### src/rtl/sbw_pkg.sv
package sbw_pkg;

    localparam int NUM_SRC = 2;

    typedef enum logic {
        SRC_AVAIL = 1'b0,
        SRC_WAIT  = 1'b1
    } src_state_e;

    function automatic logic reg_tracked(input logic [31:0] idx, input int limit);
        return idx < 32'(limit);
    endfunction

endpackage

### src/rtl/sbw_regbits.sv
module sbw_regbits #(
    parameter int NUM_PREGS = 32,
    parameter int REG_W     = 6
) (
    input  logic                 clk,
    input  logic                 rst,
    input  logic                 set_valid,
    input  logic [REG_W-1:0]     set_reg,
    input  logic                 clr_valid,
    input  logic [REG_W-1:0]     clr_reg,
    output logic [NUM_PREGS-1:0] bits
);
    // Numbers at or above NUM_PREGS match no bit, so they are ignored here.
    for (genvar i = 0; i < NUM_PREGS; i++) begin : g_bit
        always_ff @(posedge clk) begin
            if (rst) begin
                bits[i] <= 1'b0;
            end else if (clr_valid && clr_reg == REG_W'(i)) begin
                bits[i] <= 1'b0;
            end else if (set_valid && set_reg == REG_W'(i)) begin
                bits[i] <= 1'b1;
            end
        end
    end
endmodule

### src/rtl/sbw_src_check.sv
module sbw_src_check
    import sbw_pkg::*;
#(
    parameter int NUM_PREGS = 32,
    parameter int REG_W     = 6
) (
    input  logic [REG_W-1:0]     src_reg,
    input  logic                 rename_rdy,
    input  logic [NUM_PREGS-1:0] sb_bits,
    input  logic                 byp_valid,
    input  logic [REG_W-1:0]     byp_reg,
    output src_state_e           state,
    output logic                 ready
);
    logic tracked;
    logic sb_hit;
    logic byp_hit;

    always_comb begin
        tracked = reg_tracked(32'(src_reg), NUM_PREGS);
        sb_hit  = 1'b0;
        for (int i = 0; i < NUM_PREGS; i++) begin
            if (src_reg == REG_W'(i) && sb_bits[i]) sb_hit = 1'b1;
        end
        byp_hit = tracked && byp_valid && (byp_reg == src_reg);
        ready   = rename_rdy || !tracked || sb_hit || byp_hit;
        state   = ready ? SRC_AVAIL : SRC_WAIT;
    end
endmodule

### src/rtl/sbw_slot.sv
module sbw_slot
    import sbw_pkg::*;
#(
    parameter int REG_W = 6
) (
    input  logic                     clk,
    input  logic                     rst,
    input  logic                     load,
    input  src_state_e [NUM_SRC-1:0] load_state,
    input  logic [NUM_SRC*REG_W-1:0] load_tag,
    input  logic                     flush,
    input  logic                     wake_valid,
    input  logic [REG_W-1:0]         wake_reg,
    input  logic [REG_W-1:0]         query_reg,
    output logic                     ready,
    output logic                     waits_on_query
);
    logic                     valid_q;
    logic [NUM_SRC-1:0]       wait_q;
    logic [NUM_SRC*REG_W-1:0] tag_q;

    always_ff @(posedge clk) begin
        if (rst) begin
            valid_q <= 1'b0;
            wait_q  <= '0;
            tag_q   <= '0;
        end else if (load) begin
            valid_q <= 1'b1;
            tag_q   <= load_tag;
            for (int s = 0; s < NUM_SRC; s++) wait_q[s] <= (load_state[s] == SRC_WAIT);
        end else if (flush) begin
            valid_q <= 1'b0;
            wait_q  <= '0;
        end else begin
            for (int s = 0; s < NUM_SRC; s++) begin
                if (valid_q && wait_q[s] && wake_valid &&
                    tag_q[s*REG_W +: REG_W] == wake_reg) begin
                    wait_q[s] <= 1'b0;
                end
            end
        end
    end

    always_comb begin
        ready          = valid_q && (wait_q == '0);
        waits_on_query = 1'b0;
        for (int s = 0; s < NUM_SRC; s++) begin
            if (valid_q && wait_q[s] && tag_q[s*REG_W +: REG_W] == query_reg)
                waits_on_query = 1'b1;
        end
    end
endmodule

### src/rtl/wakeup_scoreboard.sv
module wakeup_scoreboard
    import sbw_pkg::*;
#(
    parameter int NUM_ENTRIES = 8,
    parameter int NUM_PREGS   = 32,
    localparam int REG_W      = $clog2(NUM_PREGS) + 1,
    localparam int IDX_W      = (NUM_ENTRIES > 1) ? $clog2(NUM_ENTRIES) : 1
) (
    input  logic                     clk,
    input  logic                     rst,
    input  logic                     ins_valid,
    input  logic [IDX_W-1:0]         ins_slot,
    input  logic [NUM_SRC*REG_W-1:0] ins_src_reg,
    input  logic [NUM_SRC-1:0]       ins_src_rdy,
    input  logic [REG_W-1:0]         ins_dst_reg,
    input  logic                     cmp_valid,
    input  logic [REG_W-1:0]         cmp_reg,
    input  logic [NUM_ENTRIES-1:0]   flush_mask,
    output logic [NUM_SRC-1:0]       ins_src_ready,
    output logic                     prod_err,
    output logic [NUM_ENTRIES-1:0]   entry_ready,
    output logic [NUM_PREGS-1:0]     reg_ready
);
    src_state_e [NUM_SRC-1:0] src_state;
    logic [NUM_ENTRIES-1:0]   load_vec;
    logic [NUM_ENTRIES-1:0]   holds_dst;
    logic                     dst_tracked;

    sbw_regbits #(.NUM_PREGS(NUM_PREGS), .REG_W(REG_W)) u_bits (
        .clk       (clk),
        .rst       (rst),
        .set_valid (cmp_valid),
        .set_reg   (cmp_reg),
        .clr_valid (ins_valid),
        .clr_reg   (ins_dst_reg),
        .bits      (reg_ready)
    );

    for (genvar s = 0; s < NUM_SRC; s++) begin : g_src
        sbw_src_check #(.NUM_PREGS(NUM_PREGS), .REG_W(REG_W)) u_chk (
            .src_reg    (ins_src_reg[s*REG_W +: REG_W]),
            .rename_rdy (ins_src_rdy[s]),
            .sb_bits    (reg_ready),
            .byp_valid  (cmp_valid),
            .byp_reg    (cmp_reg),
            .state      (src_state[s]),
            .ready      (ins_src_ready[s])
        );
    end

    for (genvar e = 0; e < NUM_ENTRIES; e++) begin : g_slot
        assign load_vec[e] = ins_valid && (ins_slot == IDX_W'(e));
        sbw_slot #(.REG_W(REG_W)) u_slot (
            .clk            (clk),
            .rst            (rst),
            .load           (load_vec[e]),
            .load_state     (src_state),
            .load_tag       (ins_src_reg),
            .flush          (flush_mask[e]),
            .wake_valid     (cmp_valid),
            .wake_reg       (cmp_reg),
            .query_reg      (ins_dst_reg),
            .ready          (entry_ready[e]),
            .waits_on_query (holds_dst[e])
        );
    end

    always_comb begin
        dst_tracked = reg_tracked(32'(ins_dst_reg), NUM_PREGS);
        prod_err    = ins_valid && dst_tracked &&
                      ((holds_dst & ~load_vec) != '0) &&
                      !(cmp_valid && cmp_reg == ins_dst_reg);
    end
endmodule

### config.mk
export PLATFORM = sky130hd
export DESIGN_NAME = wakeup_scoreboard
export DESIGN_NICKNAME = d
export VERILOG_FILES = /design/src/rtl/sbw_pkg.sv /design/src/rtl/sbw_regbits.sv /design/src/rtl/sbw_src_check.sv /design/src/rtl/sbw_slot.sv /design/src/rtl/wakeup_scoreboard.sv
export SDC_FILE = /design/constraint.sdc
export NUM_CORES = 1
export LEC_CHECK = 0
export ABC_CLOCK_PERIOD_IN_PS = 3700
export BUFFER_PORTS_ARGS = -buffer_cell sky130_fd_sc_hd__buf_2
export CAP_MARGIN = 20
export CORE_ASPECT_RATIO = 1.4
export CORE_UTILIZATION = 40
export CTS_BUF_LIST = sky130_fd_sc_hd__clkbuf_4
export CTS_CLUSTER_SIZE = 30
export DETAILED_ROUTE_END_ITERATION = 16
export GPL_TIMING_DRIVEN = 0
export PLACE_DENSITY = 0.65
export SLEW_MARGIN = 0
export SYNTH_ARGS = -nofsm -noshare
export SYNTH_HDL_FRONTEND = slang
export SYNTH_SLANG_ARGS = --single-unit
### constraint.sdc
create_clock -name clk -period 3.7 [get_ports clk]
set_clock_uncertainty 0.05 [all_clocks]
set_input_delay 0.925 -clock clk [delete_from_list [all_inputs] [get_ports clk]]
set_output_delay 0.925 -clock clk [all_outputs]
set_load 0.02 [all_outputs]
# Yosys cells after proc, flatten, opt, wreduce, memory -nomap -nowiden
# Cells that the tools add are included.
op_classes:
  add_sub_neg: 0
  mul: 0
  div_mod_pow: 0
  order_cmp: 3
  n_eq_ne: 166
  shift: 0
  muxes: 130
  n_bitwise: 2
  reduce_logical: 295
ops:
  columns: ["operator", "n"]
  rows:
  - ["== test 6 x 5 -> 1 bit (second input constant)", 64]
  - ["logical AND 1 bit", 216]
  - ["== test 6 bit", 35]
  - ["== test 6 x 4 -> 1 bit (second input constant)", 32]
  - ["two-way mux 1 bit", 114]
  - ["== test 6 x 3 -> 1 bit (second input constant)", 16]
  - ["OR reduction 2 bit", 32]
  - ["== test 6 x 2 -> 1 bit (second input constant)", 8]
  - ["nonzero test 3 bit", 16]
  - ["two-way mux 2 bit", 16]
  - ["== test 6 x 1 -> 1 bit (second input constant)", 4]
  - ["logical NOT 6 bit", 4]
  - ["< comparator 6 bit (second input constant)", 3]
  - ["logical NOT 2 bit", 8]
  - ["nonzero test 2 bit", 8]
  - ["== test 3 bit (second input constant)", 4]
  - ["AND 8 bit", 1]
  - ["inverter 8 bit", 1]
  - ["nonzero test 8 bit", 1]
  - ["== test 3 x 2 -> 1 bit (second input constant)", 2]
  - ["logical OR 1 bit", 6]
  - ["== test 3 x 1 -> 1 bit (second input constant)", 1]
  - ["logical NOT 1 bit", 3]
  - ["logical NOT 3 bit", 1]
totals:
  ff_bits: 152
  latchBits: 0
  mem_bits_rw: 0
  romBits: 0
  input_bits: 41
  n_memories: 0

# Longest topological paths before layout
depth:
  depth_word: 38
  mapped_depth: 9
  depth_no_buf: 6

# Modules after synthesis
# Synthesis repeated with hierarchy kept, for this count alone.
unflattened:
  cells_unflattened: 1006
  hier_area_um2: 9180.1
modules_own_cells:
  columns: ["module", "instances", "cells_per_inst", "area_each_um2", "seq_area_each_um2"]
  rows:
  - ["sbw_slot", 8, 89, 828.3, 300.3]
  - ["sbw_regbits", 1, 134, 1353.8, 640.6]
  - ["sbw_src_check", 2, 63, 486.7, 0.0]
  - ["wakeup_scoreboard", 1, 34, 226.5, 0.0]

# Least setup slack after synthesis
# OpenSTA, ideal clock, no wires.
synth_timing:
  kind: "input to output"
  from: "in ins_src_reg[6]"
  to: "out ins_src_ready[1]"
  t_arrival_ps: 2518
  required_ps: 2725
  setup_slack_ps: 207
  path_stages: 8
  n_path_buf: 3
  cell_sequence: "buf_2 -> mux4_2 -> nand2_1 -> o21ai_0 -> a22o_1 -> buf_2 -> or2_2 -> buf_4"
synth_via:
  elab_chain_cells: 36
  elab_cells_between_ends: 104
  classes_between: "order compare (1); eq/ne (32); mux (32); reduce/logical (39)"
synth_lines:
  columns: ["item", "line", "source"]
  rows:
  - ["start: declaration", "wakeup_scoreboard.sv:13", "input logic [NUM_SRC*REG_W-1:0] ins_src_reg,"]
  - ["logical NOT 6 bit", "sbw_src_check.sv:23", "if (src_reg == REG_W'(i) && sb_bits[i]) sb_hit = 1'b1;"]
  - ["logical AND 1 bit", "sbw_src_check.sv:23", null]
  - ["two-way mux 1 bit (32 in a row)", "sbw_src_check.sv:23", null]
  - ["logical OR 1 bit", "sbw_src_check.sv:26", "ready = rename_rdy || !tracked || sb_hit || byp_hit;"]
  - ["logical OR 1 bit *", "sbw_src_check.sv:26", null]
  - ["end: declaration", "wakeup_scoreboard.sv:19", "output logic [NUM_SRC-1:0] ins_src_ready,"]
# Mark *: on every way between the ends. The rest lies on a longest branch, timed or not.

# Worst setup path in the final report
layout_timing:
  from: "in ins_src_reg[0]"
  to: "out ins_src_ready[0]"
# The elaborated chain is that of the path after synthesis.

==> flow_summary.ini <==
[logic_synthesis]
synth_compound_area_frac = 0.156
synth_cell_type_count = 58
synthCells = 1146
yosys.area_share.adder = 0
synth-xor-area-share = 0.202
synthSimpleGateAreaFrac = 0.226
synth-seq-cells = 152
yosys.area.top_type_share = 0.339
yosys.cell_count.top_type = nand2_1
synth_top_family_by_area = simple AND/OR/NAND/NOR gates
synth_seq_area_share = 0.339
synth-edff-count = 0
synth.area.mux_share = 0.0212
yosys_warnings = 0
netlist_top_cells_count = 232 x nand2_1, 152 x dfxtp_1, 149 x a21oi_1
ys.flop_type = dfxtp_1
netlist_area_um2 = 8980
yosys.area.top_type = dfxtp_1
postSynthAreaPerCell_um2 = 7.84
syn-num-nets = 1187
synthTopCellsByArea = dfxtp_1 34%, xnor2_1 11%, nand2_1 9.7%
synthArstFlopShare = 0

[detailed_routing]
drtAntennaViolNets = 0
wl_mm = 34.8
num_vias = 8969
drtIter0Drc = 871
post_drt_wl_per_cell_um = 22.5
viasPerCell = 5.79
dr.pass1.iters = 5
drc = 0

[job]
maxCapViolations = 0

[clock_network]
cts_buffers = 17
h-tree-depth = 4
cts_tree = yes
cts-root-buf = clkbuf_4
cts.sink_count = 152
clk_latency_ns = 0.62
hold_buffers = 0
clk_pin_slew_ns = 0.13
cts_max_path_buffers = 2

[place]
gp_congestion = 0.980
dp.cells = 1513
dpl.hpwl_mm = 24.7
numPortBuffers = 70

[cells_and_area]
instances_no_fill = 1549
syn2layout_area_growth_pct = 14.6
drive_above_1_share = 0.157
nNetsFinal = 1279
fin_util = 0.469

[critical_path]
crit_required_ns = 2.72
r2r_cells = 6
critPathLaunch = ins_src_reg[0]
critPathLaunchType = input port
crit_type = in -> out
r2r_end = g_slot[2].u_slot.wait_q[0]$_SDFFE_PP0P_
r2r_slack_ns = 1.24
r2r_start = u_bits.bits[28]$_SDFFE_PP0P_
crit_end = ins_src_ready[0]
arrival_ns = 2.72
crit_path_end_kind = output pin
path_max_fanout = 10

[sta]
worst_slew_pin_slew_ns = 1.11
fmax_mhz = 271
setup_viol = 0
period_share = 0.998
min_period_ns = 3.69
maxSlewViolCount = 0
hold_viol = 0
relSlewSlack = 0.254

[floorplan]
core_um2 = 21900
io_pins = 84
die_area_um2 = 23100
die_w_um = 129
initial_core_util = 0.409
core.rowCount = 64
die_h_um = 179

[power_and_ir_drop]
power.density_nw_per_um2 = 315
p_leak_nw = 3.62
vdd_drop_max_mv = 0.185

[status]
outcome = completed

[global_route]
antenna_found_initial = 3
grt_start_max_net_pins = 20
grt_pass1_wl_mm = 51.0
grt_usage = 0.308
grt_pass1_vias = 8562
grt-ovfl-total = 0

[hold_path]
hold_path.class = reg -> reg
==> placed cells by master, fill, tap and decap left out, drive strengths merged, types with 4 or more instances in the layout <==
| master | count |
|---|---|
| a32o | 5 |
| nor3b | 9 |
| nand2 | 232 |
| dfxtp | 152 |
| nor3 | 19 |
| nand3 | 20 |
| nand2b | 19 |
| clkbuf | 69 |
| o21ai | 6 |
| o41ai | 8 |
| xnor2 | 108 |
| nor2 | 21 |
| a21oi | 149 |
| mux2i | 13 |
| o31ai | 4 |
| nor4 | 43 |
| nor2b | 12 |
| xor2 | 99 |
| a211oi | 33 |
| a22o | 4 |
| nand4 | 38 |
| buf | 128 |
| clkinv | 7 |
| inv | 10 |
| a31oi | 4 |
==> power by group <==
part	switching, W	internal [W]
Clock	0.000676	0.000276
Combinational	0.000390	0.000205
Sequential	0.0000314	0.00166
==> worst max-delay path: stages <==
cell	delay, ns
buf_2	0.17
buf_6	0.18
inv_1	0.07
a221o_1	0.33
a221oi_2	0.30
o211ai_1	0.17
or2_4	0.30
buf_4	0.13
buf_2	0.15
==> sequential cells by signal, summed over array words and instances (netlist names) <==
signal and flops:
g_slot.u_slot.wait_q 16, u_bits.bits 32, g_slot.u_slot.valid_q 8, g_slot.u_slot.tag_q 96
==> repair_timing <==
item	in CTS	in global routing
endpoints found under the setup margin	3	2
gates cloned	1	0
pin swaps	3	3
setup buffers	3	0
resized for setup	75	33
==> cell type report <==
type	instances	area, um^2
repair buffers	75	425
plain buffers	105	648
clock inverters	14	100
multi-input cells	881	5550
fillers	2287	11600
flip-flops and latches	152	3040
well taps	297	372
diodes	1	2.50
clock buffers	18	135
inverters	6	22.5
==> cell families (layout without fill, tap and decap cells) <==
| kind of cell | Yosys count | count (layout) |
|---|---|---|
| flip-flops | 152 | 152 |
| XOR/XNOR | 207 | 207 |
| multiplexers | 17 | 17 |
| AO/OA/AOI/OAI | 230 | 230 |
| AND/OR/NAND/NOR | 427 | 427 |
| other | 0 | 1 |
| buffers and inverters | 113 | 218 |
==> per-layer routing <==
| layer | GRT usage | up-vias | wire length (um) |
|---|---|---|---|
| met4 | 0.205 | 4 | 2240 |
| met2 | 0.521 | 480 | 16800 |
| met5 | 0 | - | 24 |
| li1 | - | 4129 | - |
| met1 | 0.356 | 4228 | 12800 |
| met3 | 0.0510 | 128 | 2920 |
==> how the worst min path moves through the flow <==
| stage | slack [ns] | end | startpoint | depth (start not counted) |
|---|---|---|---|---|
| after CTS | 0.45 | g_slot[1].u_slot.wait_q[1]$_SDFFE_PP0P_ | g_slot[1].u_slot.wait_q[1]$_SDFFE_PP0P_ | 2 |
| after global routing | 0.47 | g_slot[1].u_slot.wait_q[1]$_SDFFE_PP0P_ | g_slot[1].u_slot.wait_q[1]$_SDFFE_PP0P_ | 2 |
| after detailed placement | 0.44 | g_slot[1].u_slot.wait_q[1]$_SDFFE_PP0P_ | g_slot[1].u_slot.wait_q[1]$_SDFFE_PP0P_ | 2 |
| after global placement | 0.42 | g_slot[4].u_slot.wait_q[1]$_SDFFE_PP0P_ | g_slot[4].u_slot.wait_q[1]$_SDFFE_PP0P_ | 2 |
| final | 0.45 | g_slot[1].u_slot.wait_q[1]$_SDFFE_PP0P_ | g_slot[1].u_slot.wait_q[1]$_SDFFE_PP0P_ | 2 |
| after floorplan | 0.41 | g_slot[0].u_slot.wait_q[1]$_SDFFE_PP0P_ | g_slot[0].u_slot.wait_q[1]$_SDFFE_PP0P_ | 2 |
==> metrics by stage <==
stage	cell area [um^2]	total power (W)	hold slack (ns)	setup TNS (ns)	setup WS, ns
after detailed placement	9710	0.00227	0.435	-2.02	-1.03
after global placement	9710	0.00227	0.425	-2.03	-1.03
final	10300	0.00324	0.454	0	0.00765
after CTS	10200	0.00323	0.453	0	0.00260
after floorplan	8980	0.00208	0.408	0	0.207
after global routing	10300	0.00335	0.469	-0.00225	-0.00225
Note: power is estimated with default switching activity, not from simulation.
